$ cat src/rtl/srt_div_pkg.sv
package srt_div_pkg;
  // signed quotient digit, two's complement coded
  typedef enum logic [1:0] {
    DIG_ZERO = 2'b00,
    DIG_POS  = 2'b01,
    DIG_NEG  = 2'b11
  } digit_t;
endpackage

$ cat src/rtl/srt_digit_sel.sv
module srt_digit_sel
  import srt_div_pkg::*;
#(
  parameter int RW = 26
) (
  input  logic [RW-1:0] two_r,
  output digit_t        dig
);
  // top three bits: sign, integer, half; value in units of 0.5, floored
  logic signed [2:0] est;

  always_comb begin
    est = $signed(two_r[RW-1:RW-3]);
    if (est >= 3'sd1)       dig = DIG_POS;
    else if (est <= -3'sd2) dig = DIG_NEG;
    else                    dig = DIG_ZERO;
  end
endmodule

$ cat src/rtl/srt_addsub.sv
module srt_addsub
  import srt_div_pkg::*;
#(
  parameter int RW = 26
) (
  input  logic [RW-1:0] a,
  input  logic [RW-1:0] dvs,
  input  digit_t        dig,
  output logic [RW-1:0] sum
);
  logic [RW-1:0] opnd;
  logic          cin;

  // operand select: -d (invert plus carry), +d, or zero
  always_comb begin
    unique case (dig)
      DIG_POS: begin opnd = ~dvs;      cin = 1'b1; end
      DIG_NEG: begin opnd = dvs;       cin = 1'b0; end
      default: begin opnd = '0;        cin = 1'b0; end
    endcase
    sum = a + opnd + {{(RW-1){1'b0}}, cin};
  end
endmodule

$ cat src/rtl/srt_otf_conv.sv
module srt_otf_conv
  import srt_div_pkg::*;
#(
  parameter int W = 24
) (
  input  logic         clk,
  input  logic         rst,
  input  logic         load,
  input  logic         step,
  input  digit_t       dig,
  output logic [W-1:0] q_nxt,
  output logic [W-1:0] qm_nxt
);
  logic [W-1:0] q_r, qm_r, q_base, qm_base;

  // a new operation starts from Q = 0 and QM = -ulp
  assign q_base  = load ? '0 : q_r;
  assign qm_base = load ? '1 : qm_r;

  always_comb begin
    unique case (dig)
      DIG_POS: begin
        q_nxt  = {q_base[W-2:0], 1'b1};
        qm_nxt = {q_base[W-2:0], 1'b0};
      end
      DIG_NEG: begin
        q_nxt  = {qm_base[W-2:0], 1'b1};
        qm_nxt = {qm_base[W-2:0], 1'b0};
      end
      default: begin
        q_nxt  = {q_base[W-2:0], 1'b0};
        qm_nxt = {qm_base[W-2:0], 1'b1};
      end
    endcase
  end

  always_ff @(posedge clk) begin
    if (rst) begin
      q_r  <= '0;
      qm_r <= '0;
    end else if (load || step) begin
      q_r  <= q_nxt;
      qm_r <= qm_nxt;
    end
  end
endmodule

$ cat src/rtl/srt_frac_div.sv
module srt_frac_div
  import srt_div_pkg::*;
#(
  parameter int W = 24
) (
  input  logic         clk,
  input  logic         rst,
  input  logic         init,
  input  logic [W-1:0] dividend,
  input  logic [W-1:0] divisor,
  output logic [W-1:0] quotient,
  output logic         done
);
  localparam int RW = W + 2;
  localparam int CW = $clog2(W + 1);
  localparam logic [CW-1:0] LAST_CNT = CW'(W - 1);

  logic [RW-1:0] rem_r, part, two_r, rem_nxt;
  logic [W-1:0]  dvs_r, dvs_use, q_nxt, qm_nxt, quo_r;
  logic [CW-1:0] cnt_r;
  logic          busy_r, done_r, last;
  digit_t        dig;

  // 2:1 select: fresh dividend on init, otherwise the held remainder
  assign part    = init ? {2'b00, dividend} : rem_r;
  assign two_r   = {part[RW-2:0], 1'b0};
  assign dvs_use = init ? divisor : dvs_r;
  assign last    = busy_r && !init && (cnt_r == LAST_CNT);

  srt_digit_sel #(.RW(RW)) u_sel (
    .two_r (two_r),
    .dig   (dig)
  );

  srt_addsub #(.RW(RW)) u_add (
    .a   (two_r),
    .dvs ({2'b00, dvs_use}),
    .dig (dig),
    .sum (rem_nxt)
  );

  srt_otf_conv #(.W(W)) u_otf (
    .clk    (clk),
    .rst    (rst),
    .load   (init),
    .step   (busy_r),
    .dig    (dig),
    .q_nxt  (q_nxt),
    .qm_nxt (qm_nxt)
  );

  always_ff @(posedge clk) begin
    if (rst) begin
      rem_r  <= '0;
      dvs_r  <= '0;
      cnt_r  <= '0;
      busy_r <= 1'b0;
      done_r <= 1'b0;
      quo_r  <= '0;
    end else begin
      done_r <= 1'b0;
      if (init) begin
        rem_r  <= rem_nxt;
        dvs_r  <= divisor;
        cnt_r  <= CW'(1);
        busy_r <= 1'b1;
      end else if (busy_r) begin
        rem_r <= rem_nxt;
        cnt_r <= cnt_r + CW'(1);
        if (last) begin
          busy_r <= 1'b0;
          done_r <= 1'b1;
          // negative final remainder: take the lower copy
          quo_r  <= rem_nxt[RW-1] ? qm_nxt : q_nxt;
        end
      end
    end
  end

  assign quotient = quo_r;
  assign done     = done_r;
endmodule

$ cat config.mk
export PLATFORM = sky130hd
export DESIGN_NAME = srt_frac_div
export DESIGN_NICKNAME = d
export VERILOG_FILES = /design/src/rtl/srt_div_pkg.sv /design/src/rtl/srt_digit_sel.sv /design/src/rtl/srt_addsub.sv /design/src/rtl/srt_otf_conv.sv /design/src/rtl/srt_frac_div.sv
export SDC_FILE = /design/constraint.sdc
export NUM_CORES = 1
export LEC_CHECK = 0
export BUFFER_PORTS_ARGS = -buffer_cell sky130_fd_sc_hd__buf_4
export CAP_MARGIN = 0
export CORE_AREA = 3 3 102 128
export DETAILED_ROUTE_END_ITERATION = 10
export DIE_AREA = 0 0 105 131
export PLACE_DENSITY = 0.85
export SLEW_MARGIN = 20
export SYNTH_ARGS = -nofsm -noshare
export SYNTH_HDL_FRONTEND = slang
export SYNTH_SLANG_ARGS = --single-unit
export TNS_END_PERCENT = 5
$ cat constraint.sdc
create_clock -name clk -period 6 [get_ports clk]
set_clock_uncertainty 0.05 [all_clocks]
set_input_delay 0.3 -clock clk [delete_from_list [all_inputs] [get_ports clk]]
set_output_delay 0.3 -clock clk [all_outputs]
set_load 0.02 [all_outputs]
==> impl_metrics.json, run 1 <==
{
  "use_met1_pct": 30.35,
  "root_buffer": "clkbuf_16",
  "drc": 0,
  "grt_overflow": 0,
  "drt-pass1-iter-count": 6,
  "cp_slowest_cell": "or4_1",
  "antenna_found_initial": 0,
  "async_flop_share_pct": 0,
  "groute.layer.met3.usage_pct": 5.307,
  "synth_cells": 814,
  "critical_path_class": "in -> reg",
  "gp_congestion": 0.9010,
  "holdPathStages": 3,
  "fin_crit_sh_pct": 77.05,
  "fin_cells": 1027,
  "nNetsFinal": 929,
  "cts_sinks": 126,
  "gr-usage-all-layers_pct": 24.56,
  "grt_max_degree": 87,
  "status": "complete, no violations",
  "drtAntennaViolNets": 0,
  "max_stage_delay_ns": 0.53,
  "r2r_cells": 14,
  "ys_ff_latch": 126,
  "layout-drive-gt1-share_pct": 19.00,
  "startpoint_type": "input port",
  "synth_cell_types": 46,
  "rsz0062_at_grt": "false",
  "reg2reg_slack_ns": 1.46,
  "final_core_util_pct": 68.21,
  "grt_first_pass_wirelength_um": 27840,
  "die-area_sq_um": 13760,
  "hp-class": "in -> reg",
  "max-vdd-ir-drop_uv": 209.9,
  "path_clk_slew_ns": 0.05,
  "crit_chain": "buf_4 -> buf_4 -> mux2i_1 -> mux2i_1 -> ha_1 -> a21o_1 -> a31o_1 -> o21a_1 -> o21a_1 -> or4_1 -> a311oi_2 -> xnor2_4 -> buf_4 -> o311ai_1",
  "dp_hpwl_um": 10570,
  "cts_hold_buf": 0,
  "final-hold-violation-count": 0,
  "max_freq_mhz": 216.3,
  "die_h_um": 131,
  "cts_tree": "done",
  "grt_pass1_vias": 5934,
  "drt_iter0_markers": 437,
  "die_x_um": 105,
  "ys_top_cells_by_area": "dfxtp_1 36%, mux2i_1 7.1%, nor2_1 6.2%",
  "setup_tns_ns": 0,
  "use_met2_pct": 42.16,
  "port_buffers": 75,
  "post_cts_buffers": 0,
  "finalSetupViolations": 0,
  "num_io_pins": 76,
  "synth_edf_count": 0,
  "leakagePower_uw": 0.003545,
  "clk_path_buf_depth": 2,
  "period_minus_slack_ns": 4.623,
  "cap_viol_max_count": 0,
  "crit_arrival_ns": 4.83,
  "core_sq_um": 12050,
  "htreeDepth": 4,
  "synth_seq_area_share_pct": 36.01,
  "yosys.area.top_type": "dfxtp_1",
  "dp_cells": 996,
  "syn_nets": 892,
  "routed_via_density": 5.940,
  "worst_pin_slew_ns": 1.055,
  "relSlewSlack_pct": 29.59,
  "holdPathEnd": "dvs_r[22]",
  "synth-main-ff-cell": "dfxtp_1",
  "slew_violations": 0,
  "area_growth_pct": 17.35,
  "cp_max_fo": 31,
  "power_uw": 2928,
  "syn_area_sq_um": 7004,
  "clock_latency_ns": 0.42,
  "fp-row-count": 45,
  "busiest_layer": "met2",
  "crit_top_cell": "buf_4",
  "syn_avg_cell_area_sq_um": 8.605,
  "start_util_pct": 58.13,
  "pwr_density_cell_nw_per_um2": 356.2,
  "cp.required_ns": 6.20,
  "finalWirelength_um": 16720,
  "yosys_warnings": 0,
  "vias": 6100,
  "rr_startpoint": "rem_r[22]",
  "cts_made_buffers": 17,
  "diodes": 0,
  "min-delay-start": "divisor[22]",
  "endpoint_kind": "flop",
  "worstReg2RegEnd": "quotient[4]",
  "wl_per_cell_um": 16.28,
  "cts-resized-gates": 0,
  "yosysTopAreaCellShare_pct": 36.01
}
==> cell type report <==
type,instances,area [sq um]
Timing Repair Buffer,86,645.6
Fill cell,1008,3830
Clock buffer,26,519.2
Sequential cell,126,2522
Clock inverter,5,77.57
Tap cell,164,205.2
Multi-Input combinational cell,613,4223
Inverter,7,26.28
==> worst max-delay path by stage <==
stage / to / slack, ns / startpoint / depth (start not counted)
3_5_place_dp: quotient[4] / 1.03 / init / 14
3_3_place_gp: quotient[4] / 1.13 / init / 14
2_1_floorplan: quotient[23] / 1.46 / init / 16
4_1_cts: quotient[4] / 1.41 / init / 14
5_1_grt: quotient[9] / 1.12 / rem_r[22] / 15
6_report: quotient[4] / 1.38 / init / 14
==> state kept, by name (all words and copies together), names as in the netlist <==
register and cells:
rem_r 25, done 1, quotient 24, busy_r 1
cnt_r 5, dvs_r 24, u_otf.qm_r 23, u_otf.q_r 23
==> cell usage after synthesis (4+ instances only) <==
cell type    n
a211oi_1    53
a21o_1       8
a21oi_1     67
a221oi_1    23
and3_1      26
buf_1        7
clkbuf_1    58
dfxtp_1    126
ha_1        26
inv_1        7
mux2_2      24
mux2i_1     50
nand2_1     72
nand2b_1     5
nand3_1      9
nand3b_1    26
nand4_1      6
nor2_1     116
nor2b_1      5
nor3_1       9
o21a_1       4
o21ai_0     11
o311ai_1     5
o311ai_2    16
or2_2        4
or3_1        4
xnor2_1     11
xor2_1      12
==> layout by cell type, fill, tap and decap left out, drive strengths merged, types with 4 or more instances in the layout <==
cell,instances
dfxtp,126
nor2,116
buf,86
nand2,72
a21oi,67
a211oi,53
mux2i,50
and3,26
nand3b,26
ha,26
clkbuf,26
mux2,25
a221oi,23
o311ai,21
xor2,12
o21ai,12
xnor2,12
nand3,9
nor3,9
a21o,8
inv,7
nand4,6
nor2b,5
nand2b,5
o21a,4
or3,4
or2,4
==> critical path, delay by kind of cell <==
kind            cells  cell delay (ns)
compound gates      6             1.45
xor+xnor            1             0.37
mux                 2             0.55
simple gates        1             0.53
fa+ha+maj           1             0.32
buf+inv             3             1.28
==> through the flow <==
step / hold WS, ns / instance area, sq um / worst slack (ns)
floorplan: 0.3794 / 7004 / 1.456
global placement: 0.3864 / 7622 / 1.130
detailed placement: 0.3927 / 7622 / 1.031
CTS: 0.1234 / 8219 / 1.412
global route: 0.1413 / 8219 / 1.122
finish: 0.1208 / 8219 / 1.377
==> layer usage <==
metal | part of all wire [%] | wire length [um] | vias up
li1 | - | - | 3029
met1 | 44 | 7288 | 2843
met2 | 49 | 8168 | 187
met3 | 5.2 | 872 | 41
met4 | 2.3 | 391 | 0
met5 | 0 | 0 | -
==> report_power, final <==
| group | total, uW | internal, uW | leakage, uW | switching (uW) |
|---|---|---|---|---|
| logic | 920 | 375 | 0.00222 | 545 |
| clock network | 1030 | 674 | 0.000292 | 355 |
| registers | 978 | 926 | 0.00104 | 52.6 |
==> logic make-up after synthesis <==
logic type	share of synthesized area [%]
flops	36.01
fa+ha+maj	4.930
simple gates	19.27
buf+inv	4.252
mux	11.22
compound gates	21.20
xor+xnor	3.108
Note: power is estimated with default switching activity, not from simulation.
==> inputs of run 2 (changes only) <==
Settings changed: ABC_AREA from default to 1, CORE_AREA 3 3 102 128 to 3 3 111 139, DIE_AREA 0 0 105 131 to 0 0 114 142, PLACE_DENSITY 0.85 to 0.82.
Clock period 6 ns to 4 ns, I/O delays scaled along.
==> impl_metrics.json, run 2 <==
{
  "num_io_pins": 76,
  "yosysTopAreaCellShare_pct": 33.08,
  "fin_ws_ns": 0.4671,
  "vias": 7837,
  "core_sq_um": 14350,
  "rsz0062_at_grt": "false",
  "grt_max_degree": 73,
  "dp_hpwl_um": 14020,
  "grt_pass1_vias": 7549,
  "drtAntennaViolNets": 0,
  "routed_via_density": 5.598,
  "cts-resized-gates": 0,
  "endpoint_kind": "flop",
  "yosys_warnings": 0,
  "layout_commonest_cell": "nand2_1",
  "cap_viol_max_count": 0,
  "nNetsFinal": 1290,
  "leakagePower_uw": 0.004295,
  "area_growth_pct": 15.77,
  "n_fill_cell": 1382,
  "ys_top_cells_by_area": "dfxtp_1 33%, nand2_1 11%, nor2_1 10%",
  "gr-usage-all-layers_pct": 25.97,
  "grt_overflow": 0,
  "cp_max_fo": 23,
  "syn_nets": 1248,
  "drt_iter0_markers": 603,
  "cts_tree": "done",
  "root_buffer": "clkbuf_16",
  "period_minus_slack_ns": 3.533,
  "gp_congestion": 0.9616,
  "slew_violations": 0,
  "synth_seq_area_share_pct": 33.08,
  "die_h_um": 142,
  "die_x_um": 114,
  "synth_edf_count": 0,
  "start_util_pct": 53.16,
  "die-area_sq_um": 16190,
  "antenna_found_initial": 0,
  "relSlewSlack_pct": 29.07,
  "port_buffers": 75,
  "max_freq_mhz": 283.1,
  "post-place-ws_ns": 0.5011,
  "startpoint_type": "flop",
  "fin_crit_sh_pct": 88.32,
  "clock_latency_ns": 0.42,
  "worst_pin_slew_ns": 1.057,
  "synth-main-ff-cell": "dfxtp_1",
  "pwr_density_cell_nw_per_um2": 523.5,
  "synth_cells": 1170,
  "post_cts_buffers": 0,
  "finalWirelength_um": 21000,
  "htreeDepth": 4,
  "syn_avg_cell_area_sq_um": 6.518,
  "syn_area_sq_um": 7626,
  "synth_cell_types": 37,
  "layout-drive-gt1-share_pct": 11.78,
  "cp.required_ns": 4.28,
  "cts_sinks": 126,
  "synth_most_common_cell": "nand2_1",
  "largest_register_ffs": 25,
  "finalSetupViolations": 0,
  "top_register": "rem_r",
  "max-vdd-ir-drop_uv": 237.2,
  "path_clk_slew_ns": 0.06,
  "synth_commonest_cells": "214 x nand2_1, 207 x nor2_1, 126 x dfxtp_1",
  "final-hold-violation-count": 0,
  "hold_ws_ns": 0.01752,
  "clk_path_buf_depth": 2,
  "ys_ff_latch": 126,
  "crit_arrival_ns": 3.81,
  "yosys.area.top_type": "dfxtp_1",
  "setup_tns_ns": 0,
  "wl_per_cell_um": 15.00,
  "hp-class": "in -> reg",
  "cts_made_buffers": 17,
  "drc": 0,
  "critical_path_class": "reg -> reg",
  "mostFrequentLayoutCells": "214 x nand2_1, 206 x nor2_1, 126 x dfxtp_1, 119 x a21oi_1, 107 x inv_1",
  "async_flop_share_pct": 0,
  "diodes": 0,
  "grt_first_pass_wirelength_um": 34350,
  "fp-row-count": 49,
  "drt-pass1-iter-count": 5,
  "cts_hold_buf": 0,
  "status": "complete, no violations"
}
run 2: changes by cell type after synthesis, sizes merged, moves of 26 or more:
| cell | delta |
|---|---|
| nor2 | +93 |
| a21oi | +53 |
| a211oi | -50 |
| o21ai | +49 |
| and3 | -26 |
| nand3 | +87 |
| nand2 | +152 |
| inv | +107 |
run 2: final timing paths:
| check | from | to | slack [ns] | cells after the start |
|---|---|---|---|---|
| worst min register to register | quotient[5] | quotient[5] | 0.41 | 2 |
| worst max-delay path | rem_r[24] | quotient[0] | 0.47 | 19 |
| worst min-delay path | divisor[7] | dvs_r[7] | 0.02 | 3 |
| worst max register to register | rem_r[24] | quotient[0] | 0.47 | 19 |
run 2: kinds of logic after synthesis:
family                   after synthesis  synth area share (%)
AO/OA/AOI/OAI                        243                 17.62
XOR/XNOR                              12                 1.378
adder cells (fa/ha/maj)               27                 4.528
buffers and inverters                182                 9.647
flip-flops                           126                 33.08
multiplexers                          25                 3.281
AND/OR/NAND/NOR                      555                 30.47
run 2: worst max-delay path, stage by stage, from the launching register on:
cell and delay (ns):
dfxtp_1 0.31, inv_1 0.06, nor2_2 0.19, inv_1 0.06, nand2_1 0.45, buf_4 0.30
a21oi_1 0.10, ha_1 0.34, a21oi_1 0.25, nand2_1 0.14, nand2_1 0.08, nand2_1 0.09
nand2_1 0.09, nand3_2 0.10, nand2_2 0.41, nand2_1 0.13, nand2_1 0.10, nand3_1 0.09
nand2_1 0.07, inv_1 0.04
run 2: per-layer routing:
metal | vias up | share of wire, % | GRT usage (%)
li1 | 3936 | - | -
met1 | 3561 | 40 | 29.25
met2 | 272 | 51 | 46.36
met3 | 68 | 5.1 | 3.701
met4 | 0 | 4.2 | 15.01
met5 | - | 0 | 0
run 2: final cells by class:
cell class | instances | area (sq um) | area share [%]
clock inverters | 7 | 112.6 | 1.276
inverters | 114 | 430.4 | 4.875
multi-input cells | 862 | 4370 | 49.50
well taps | 178 | 222.7 | 2.523
flip-flops and latches | 126 | 2522 | 28.57
repair buffers | 91 | 695.7 | 7.880
clock buffers | 22 | 474.2 | 5.371
run 2: stage by stage:
stage               power [uW]  std cells  area [sq um]  utilization (%)
global placement          3010       1371          8242            57.45
finish                    4622       1400          8828            61.54
CTS                       4609       1400          8828            61.54
floorplan                 2681       1170          7626                -
global route              4902       1400          8828            61.54
detailed placement        3041       1371          8242            57.45
run 2: power breakdown:
| group | internal, uW | switching, uW |
|---|---|---|
| logic | 564 | 1050 |
| registers | 1390 | 57.8 |
| clock network | 1010 | 551 |
==> inputs of run 3 (changes only) <==
Settings changed: CORE_AREA 3 3 111 139 to 2 2 110 138, DIE_AREA 0 0 114 142 to 0 0 112 140.
==> impl_metrics.json, run 3 (synthesized netlist as in run 2, its figures left out) <==
{
  "max_freq_mhz": 303.2,
  "fp-row-count": 49,
  "routed_via_density": 5.558,
  "critical_path_class": "reg -> reg",
  "htreeDepth": 4,
  "num_io_pins": 76,
  "cap_viol_max_count": 0,
  "diodes": 0,
  "path_clk_slew_ns": 0.05,
  "die-area_sq_um": 15680,
  "layout_commonest_cell": "nand2_1",
  "mostFrequentLayoutCells": "214 x nand2_1, 206 x nor2_1, 126 x dfxtp_1, 119 x a21oi_1, 107 x inv_1",
  "status": "complete, no violations",
  "cts_tree": "done",
  "die_h_um": 140,
  "setup_tns_ns": 0,
  "power_uw": 4688,
  "holdPathStages": 3,
  "fin_crit_sh_pct": 82.46,
  "drt-pass1-iter-count": 7,
  "endpoint_kind": "flop",
  "n_fill_cell": 1361,
  "startpoint_type": "flop",
  "top_register": "rem_r",
  "max-vdd-ir-drop_uv": 306.3,
  "cts_made_buffers": 17,
  "area_growth_pct": 16.41,
  "rsz0062_at_grt": "false",
  "drc": 0,
  "grt_max_degree": 73,
  "clk_path_buf_depth": 2,
  "cts_hold_buf": 0,
  "dp_hpwl_um": 14080,
  "drt_iter0_markers": 661,
  "pwr_density_cell_nw_per_um2": 528.1,
  "root_buffer": "clkbuf_16",
  "cts_sinks": 126,
  "start_util_pct": 53.16,
  "drtAntennaViolNets": 0,
  "grt_overflow": 0,
  "antenna_found_initial": 0,
  "core_sq_um": 14350,
  "die_x_um": 112,
  "relSlewSlack_pct": 47.79,
  "cp.required_ns": 4.29,
  "cts-resized-gates": 0,
  "clock_latency_ns": 0.43,
  "post_cts_buffers": 0,
  "r2r_cells": 19,
  "finalWirelength_um": 20170,
  "slew_violations": 0,
  "port_buffers": 75,
  "vias": 7809,
  "leakagePower_uw": 0.004317,
  "cp_max_fo": 25,
  "grt_pass1_vias": 7385,
  "gp_congestion": 0.9756,
  "crit_arrival_ns": 3.59,
  "hp-class": "in -> reg",
  "gr-usage-all-layers_pct": 25.94,
  "nNetsFinal": 1292,
  "grt_first_pass_wirelength_um": 33690,
  "period_minus_slack_ns": 3.298,
  "wl_per_cell_um": 14.36,
  "largest_register_ffs": 25,
  "final-hold-violation-count": 0,
  "finalSetupViolations": 0,
  "layout-drive-gt1-share_pct": 12.22,
  "worst_pin_slew_ns": 0.7832
}
-- run 3: layer usage --
metal	share of wire, %	track usage [%]	vias up
met5	0	0	-
met4	3.3	12.71	0
met3	4.3	4.760	65
met2	52	46.76	231
met1	40	29.30	3561
li1	-	-	3952
-- run 3: path summary, 6_finish.rpt --
kind                start           end  slack [ns]
max reg2reg     rem_r[24]  quotient[18]        0.70
min           divisor[10]     dvs_r[10]        0.01
min reg2reg  quotient[15]  quotient[15]        0.41
max             rem_r[24]  quotient[18]        0.70
-- run 3: power breakdown --
group / switching (uW) / internal [uW] / total (uW) / leakage [uW]
sequential: 53.9 / 1390 / 1440 / 0.00104
combinational: 1030 / 567 / 1600 / 0.00297
clock: 565 / 1090 / 1650 / 0.000305
total: 1650 / 3040 / 4690 / 0.00432
-- run 3: through the flow --
step | cells | setup slack, ns | utilization [%] | instance area (sq um) | hold slack, ns
2_1_floorplan | 1170 | 1.068 | - | 7626 | 0.3378
3_3_place_gp | 1373 | 0.7150 | 57.47 | 8244 | 0.4028
3_5_place_dp | 1373 | 0.6249 | 57.47 | 8244 | 0.4099
4_1_cts | 1405 | 0.7183 | 61.88 | 8877 | 0.002895
5_1_grt | 1405 | 0.3795 | 61.88 | 8877 | 0.03825
6_report | 1405 | 0.7018 | 61.88 | 8877 | 0.01115
-- run 3: area by class of cell --
type                    count  area (sq um)  area share, %
clock buffers              21         470.5          5.300
clock inverters            11         162.7          1.832
inverters                 114         430.4          4.848
multi-input cells         862          4370          49.23
flip-flops and latches    126          2522          28.41
well taps                 178         222.7          2.509
repair buffers             93         698.2          7.865
-- run 3: worst max-delay path, stage by stage (launching register included) --
cell     delay, ns
dfxtp_1       0.30
inv_1         0.05
nor2_2        0.19
nand2_4       0.07
inv_2         0.34
nor2_1        0.08
a21oi_1       0.16
ha_1          0.33
nand2_1       0.14
inv_1         0.06
nand2_1       0.06
nand2_1       0.08
nand2_1       0.08
nand2_1       0.09
a21oi_2       0.14
nand3_1       0.31
buf_4         0.30
nand3_1       0.09
nand3_1       0.13
a21oi_1       0.16
